### config.mk
export PLATFORM = sky130hd
export DESIGN_NAME = sci_rx_wake
export DESIGN_NICKNAME = d
export VERILOG_FILES = /design/src/rtl/sci_rx_pkg.sv /design/src/rtl/sci_rx_ctrl.sv /design/src/rtl/sci_rx_dp.sv /design/src/rtl/sci_rx_wake.sv
export SDC_FILE = /design/constraint.sdc
export NUM_CORES = 1
export LEC_CHECK = 0
export BUFFER_PORTS_ARGS = -buffer_cell sky130_fd_sc_hd__clkbuf_2
export CAP_MARGIN = 10
export CORE_MARGIN = 5
export CORE_UTILIZATION = 30
export DETAILED_ROUTE_END_ITERATION = 10
export PLACE_DENSITY = 0.49
export SETUP_SLACK_MARGIN = 0.15
export SYNTH_ARGS = -nofsm -noshare
export SYNTH_HDL_FRONTEND = slang
export SYNTH_SLANG_ARGS = --single-unit
### constraint.sdc
create_clock -name clk -period 2.4 [get_ports clk]
set_input_delay 0.48 -clock clk [delete_from_list [all_inputs] [get_ports clk]]
set_output_delay 0.48 -clock clk [all_outputs]
set_load 0.01 [all_outputs]
### src/rtl/sci_rx_pkg.sv
package sci_rx_pkg;
  localparam int REG_W   = 8;
  localparam int ST_WU   = 0;
  localparam int ST_RE   = 3;
  localparam int ST_RIE  = 4;
  localparam int ST_ERR  = 6;
  localparam int ST_FULL = 7;
  localparam logic [REG_W-1:0] ST_WR_MASK =
    REG_W'((1 << ST_WU) | (1 << ST_RE) | (1 << ST_RIE));

  typedef struct packed {
    logic startBit;
    logic shiftBit;
    logic stopOk;
    logic stopBad;
    logic wakeDone;
  } rxStrobe_t;
endpackage

### src/rtl/sci_rx_ctrl.sv
module sci_rx_ctrl
  import sci_rx_pkg::*;
#(
  parameter int DATA_BITS = 8,
  parameter int WAKE_BITS = 10
) (
  input  logic      clk,
  input  logic      rstN,
  input  logic      bitTick,
  input  logic      rxLine,
  input  logic      rxEn,
  input  logic      wakeMode,
  input  logic      wakeArm,
  output rxStrobe_t strobe
);
  localparam int STOP_POS = DATA_BITS + 1;
  localparam int MAXV     = (STOP_POS > WAKE_BITS) ? STOP_POS : WAKE_BITS;
  localparam int CNT_W    = $clog2(MAXV + 1);

  logic [CNT_W-1:0] bitCnt, cntNext;

  always_comb begin
    strobe  = '0;
    cntNext = bitCnt;
    if (wakeArm) begin
      cntNext = '0;
    end else if (bitTick && rxEn) begin
      if (wakeMode) begin
        if (rxLine) begin
          if (bitCnt == CNT_W'(WAKE_BITS - 1)) begin
            strobe.wakeDone = 1'b1;
            cntNext = '0;
          end else begin
            cntNext = bitCnt + CNT_W'(1);
          end
        end else begin
          cntNext = '0;
        end
      end else if (bitCnt == '0) begin
        if (!rxLine) begin
          strobe.startBit = 1'b1;
          cntNext = CNT_W'(1);
        end
      end else if (bitCnt == CNT_W'(STOP_POS)) begin
        strobe.stopOk  = rxLine;
        strobe.stopBad = !rxLine;
        cntNext = '0;
      end else begin
        strobe.shiftBit = 1'b1;
        cntNext = bitCnt + CNT_W'(1);
      end
    end
  end

  always_ff @(posedge clk or negedge rstN) begin
    if (!rstN) bitCnt <= '0;
    else       bitCnt <= cntNext;
  end
endmodule

### src/rtl/sci_rx_dp.sv
module sci_rx_dp
  import sci_rx_pkg::*;
#(
  parameter int DATA_BITS = 8
) (
  input  logic                 clk,
  input  logic                 rstN,
  input  rxStrobe_t            strobe,
  input  logic                 rxLine,
  input  logic                 regSel,
  input  logic                 regRd,
  input  logic                 regWr,
  input  logic [REG_W-1:0]     regWdata,
  output logic [REG_W-1:0]     regRdata,
  output logic                 irq,
  output logic                 rxEn,
  output logic                 wuQ,
  output logic                 rieQ,
  output logic                 wakeArm,
  output logic                 fullQ,
  output logic                 errQ,
  output logic [DATA_BITS-1:0] rdrQ
);
  logic [REG_W-1:0]     ctlQ, ctlNext;
  logic [DATA_BITS-1:0] shiftQ;
  logic                 armQ, fullNext, errNext, armNext;
  logic                 statusWr, clearNow;

  assign statusWr = regWr && !regSel;
  assign clearNow = regRd && regSel && armQ;
  assign wuQ      = ctlQ[ST_WU];
  assign rxEn     = ctlQ[ST_RE];
  assign rieQ     = ctlQ[ST_RIE];
  assign wakeArm  = statusWr && (regWdata[ST_WU] != wuQ);

  always_comb begin
    ctlNext = ctlQ;
    if (statusWr)             ctlNext = regWdata & ST_WR_MASK;
    else if (strobe.wakeDone) ctlNext[ST_WU] = 1'b0;

    fullNext = fullQ;
    errNext  = errQ;
    if (clearNow) begin
      fullNext = 1'b0;
      errNext  = 1'b0;
    end
    if (strobe.stopOk && !fullQ) fullNext = 1'b1;
    if (strobe.stopOk && fullQ)  errNext  = 1'b1;
    if (strobe.stopBad) begin
      errNext  = 1'b1;
      fullNext = 1'b0;
    end

    armNext = armQ;
    if (regRd && !regSel && (fullQ || errQ)) armNext = 1'b1;
    else if (regRd && regSel)                armNext = 1'b0;
  end

  always_ff @(posedge clk or negedge rstN) begin
    if (!rstN) begin
      ctlQ   <= '0;
      fullQ  <= 1'b0;
      errQ   <= 1'b0;
      armQ   <= 1'b0;
      shiftQ <= '0;
      rdrQ   <= '0;
    end else begin
      ctlQ  <= ctlNext;
      fullQ <= fullNext;
      errQ  <= errNext;
      armQ  <= armNext;
      if (strobe.startBit)      shiftQ <= '0;
      else if (strobe.shiftBit) shiftQ <= {rxLine, shiftQ[DATA_BITS-1:1]};
      if (strobe.stopOk && !fullQ) rdrQ <= shiftQ;
    end
  end

  always_comb begin
    if (regSel) begin
      regRdata = REG_W'(rdrQ);
    end else begin
      regRdata = ctlQ;
      regRdata[ST_FULL] = fullQ;
      regRdata[ST_ERR]  = errQ;
    end
  end

  assign irq = rieQ && (fullQ || errQ);
endmodule

### src/rtl/sci_rx_wake.sv
module sci_rx_wake
  import sci_rx_pkg::*;
#(
  parameter int DATA_BITS = 8,
  parameter int WAKE_BITS = 10
) (
  input  logic       clk,
  input  logic       rstN,
  input  logic       bitTick,
  input  logic       rxLine,
  input  logic       regSel,
  input  logic       regRd,
  input  logic       regWr,
  input  logic [7:0] regWdata,
  output logic [7:0] regRdata,
  output logic       irq
);
  rxStrobe_t            strobe;
  logic                 rxEn, wuQ, rieQ, wakeArm, fullQ, errQ;
  logic [DATA_BITS-1:0] rdrQ;

  sci_rx_ctrl #(.DATA_BITS(DATA_BITS), .WAKE_BITS(WAKE_BITS)) u_ctrl (
    .clk(clk), .rstN(rstN), .bitTick(bitTick), .rxLine(rxLine),
    .rxEn(rxEn), .wakeMode(wuQ), .wakeArm(wakeArm), .strobe(strobe)
  );

  sci_rx_dp #(.DATA_BITS(DATA_BITS)) u_dp (
    .clk(clk), .rstN(rstN), .strobe(strobe), .rxLine(rxLine),
    .regSel(regSel), .regRd(regRd), .regWr(regWr), .regWdata(regWdata),
    .regRdata(regRdata), .irq(irq), .rxEn(rxEn), .wuQ(wuQ), .rieQ(rieQ),
    .wakeArm(wakeArm), .fullQ(fullQ), .errQ(errQ), .rdrQ(rdrQ)
  );
endmodule

==> metrics.txt <==
status=finished clean; DR vias=between 900 and 1,000; drt wl/cell=14.81 um; multi-input logic area=685.7 sq um; final hold vios=0; Post-CTS Hold Buffers=0; Final Critical Period=2.071 ns; GRT busiest layer=met2; met1 Use GR=13.54%; final WL=2.932 mm; TritonCTS clock tree=yes; Area growth syn-to-layout=17.23%; CTS buffer count=3; DRT Pass-1 Iters=4; CP Data Required Time=2.56 ns; Core ar.=4384 sq um; worst-skew pair later-pin latency=roughly 0.27 ns; first-pass GRT wire length=slightly above 5 mm; port buffer count=18; flop2flop setup slack=0.33 ns; die height=77.46 um; number of synthesized flops with an enable pin=0; antenna-violating nets left=0; number of global-route vias before repair=between 1,000 and 1,500; Seq/Total Area, Yosys=47.66%; crit share post-route=86.29%; Total GRT Usage=10.48%; worst-path fanout max=9; setup bufs post-CTS=0; DP Area=1529 sq um; leak pwr=a little under 0.8 nW; crit path DAT=2.23 ns; Ports=24; kind of critical path=reg2reg; Power Dens Cells=818.6 nW/um^2; Worst-Margin Slew=0.6483 ns; Root Driver=clkbuf_8; Die ar.=between 5000 and 6000 sq um; drt via density=~5.0; Post-synth ARST share=between 90% and 100%; CTS clk-pin slew, worst paths=0.10 ns; Max-slew headroom=56.78%; RD Place Congestion=0.7247; most common cell after layout, fill and taps aside=dfrtp_1; final net count=165; Primary FF master, synth=dfrtp_1; Diodes inserted=0; MaxCap Viol Count=0; Max Buffers Root-to-Sink=2; Die Wd=77.46 um; Crit Reg-Reg Endpoint=u_dp.rdrQ[0]; syn avg cell area=11.01 sq um; Setup WS post-layout=0.3290 ns; Max IR drop VDD=225.3 uV; largest net degree at the start of global routing=27; gr ovfl total=0; Starting Density=31.14%; Achievable Freq=482.9 MHz; initial antenna violation count=0; # H-tree levels=1; post-synthesis cell type count=39; FP Rows=24; M2 GR Usage=16.41%; pre-CTS WS=0.2816 ns; final setup TNS=0 ns; share of layout cells above drive strength 1=28.77%; worst hold path class=in2async; Syn Std Cell Area=1365 sq um; RSZ-0062 raised after global routing=no; fillers=435; grt met3 use=2.778%; most frequent cells in the layout=dfrtp_1 (26), clkbuf_2 (18), mux2_2 (12); Sink Count=26; syn_nets=142; cts repair resizes=0; FF/Latch Area=between 600 and 700 sq um; crit start category=flip-flop; Gate Count Post-Synth=124; fin area=1600 sq um; Setup Viol. Count Final=0; CP Capture Type=flip-flop; yosys warns=0; HPWL after detailed placement=~2.2 mm; Initial DRC Count=51; Final Skew=about 0.0030 ns; Worst Reg-to-Reg Cells=6; Synth Register Bits=26; Max Slew Vio Count=0; R2R Path Start=u_ctrl.bitCnt[1]; DR DRC count=0
## final cells by class
type,instances,share of cell area (%)
Inverter,4,0.9382
Sequential cell,26,40.66
Clock buffer,3,2.580
Multi-Input combinational cell,91,42.85
Clock inverter,1,1.876
Timing Repair Buffer,21,7.037
Tap cell,52,4.066
## registers in the layout, summed over array words and instances (netlist names)
register	cells
u_ctrl.bitCnt	4
u_dp.armQ	1
u_dp.ctlQ	3
u_dp.errQ	1
u_dp.fullQ	1
u_dp.rdrQ	8
u_dp.shiftQ	8
## synth_stat cells, types with 3 or more instances
cell	n	area [sq um]
inv_1	4	15.01
dfrtp_1	26	650.6
o21ai_0	3	15.01
nand2b_1	4	25.02
a21oi_1	3	15.01
ha_1	3	37.54
mux2_2	12	135.1
and2_1	3	18.77
nor2b_1	3	18.77
nand2_1	11	41.29
mux2i_1	7	70.07
nor2_1	10	37.54
## worst max-delay path, cell delays in order (launching register included)
cell      delay [ns]
dfrtp_1         0.41
inv_1           0.11
ha_1            0.18
nand3b_1        0.14
nor4_1          0.38
nand2_1         0.34
mux2_1          0.40
## power by group
part	internal, mW	switching (mW)
combinational	0.161	0.176
sequential	0.519	0.0832
clock	0.223	0.148
## routing by layer
layer	part of all wire (%)	vias up
li1	-	487
met4	1.2	0
met3	5.3	2
met1	47	479
met5	0	-
met2	46	18
## worst max-delay path by stage
stage / startpoint / to / cells after the start
after floorplan: u_ctrl.bitCnt[0] / u_dp.shiftQ[6] / 5
after global placement: regWdata[0] / u_dp.rdrQ[0] / 5
after detailed placement: regSel / u_ctrl.bitCnt[0] / 6
after CTS: u_ctrl.bitCnt[1] / u_dp.rdrQ[0] / 6
after global routing: u_ctrl.bitCnt[1] / u_dp.rdrQ[0] / 6
final: u_ctrl.bitCnt[1] / u_dp.rdrQ[0] / 6
## per-stage QoR
stage	util [%]	hold slack, ns	std cells	total power [mW]
global route	36.50	0.2690	198	1.393
finish	36.50	0.2120	198	1.310
detailed placement	34.87	0.4821	194	0.9509
CTS	36.50	0.2380	198	1.329
floorplan	-	0.1844	124	0.8421
global placement	34.87	0.4760	194	0.9370
## logic make-up (layout without fill, tap and decap cells)
logic type	count (synthesis)	count (layout)	synth area share, %
AOI/OAI and AO/OA	19	19	10.18
and+or+nand+nor	48	48	20.81
muxes	20	20	15.86
adders and majority gates	3	3	2.750
DFF	26	26	47.66
buffers and inverters	7	29	2.108
xor gates and xnor gates	1	1	0.6417
Power figures use the tool's default switching activity.
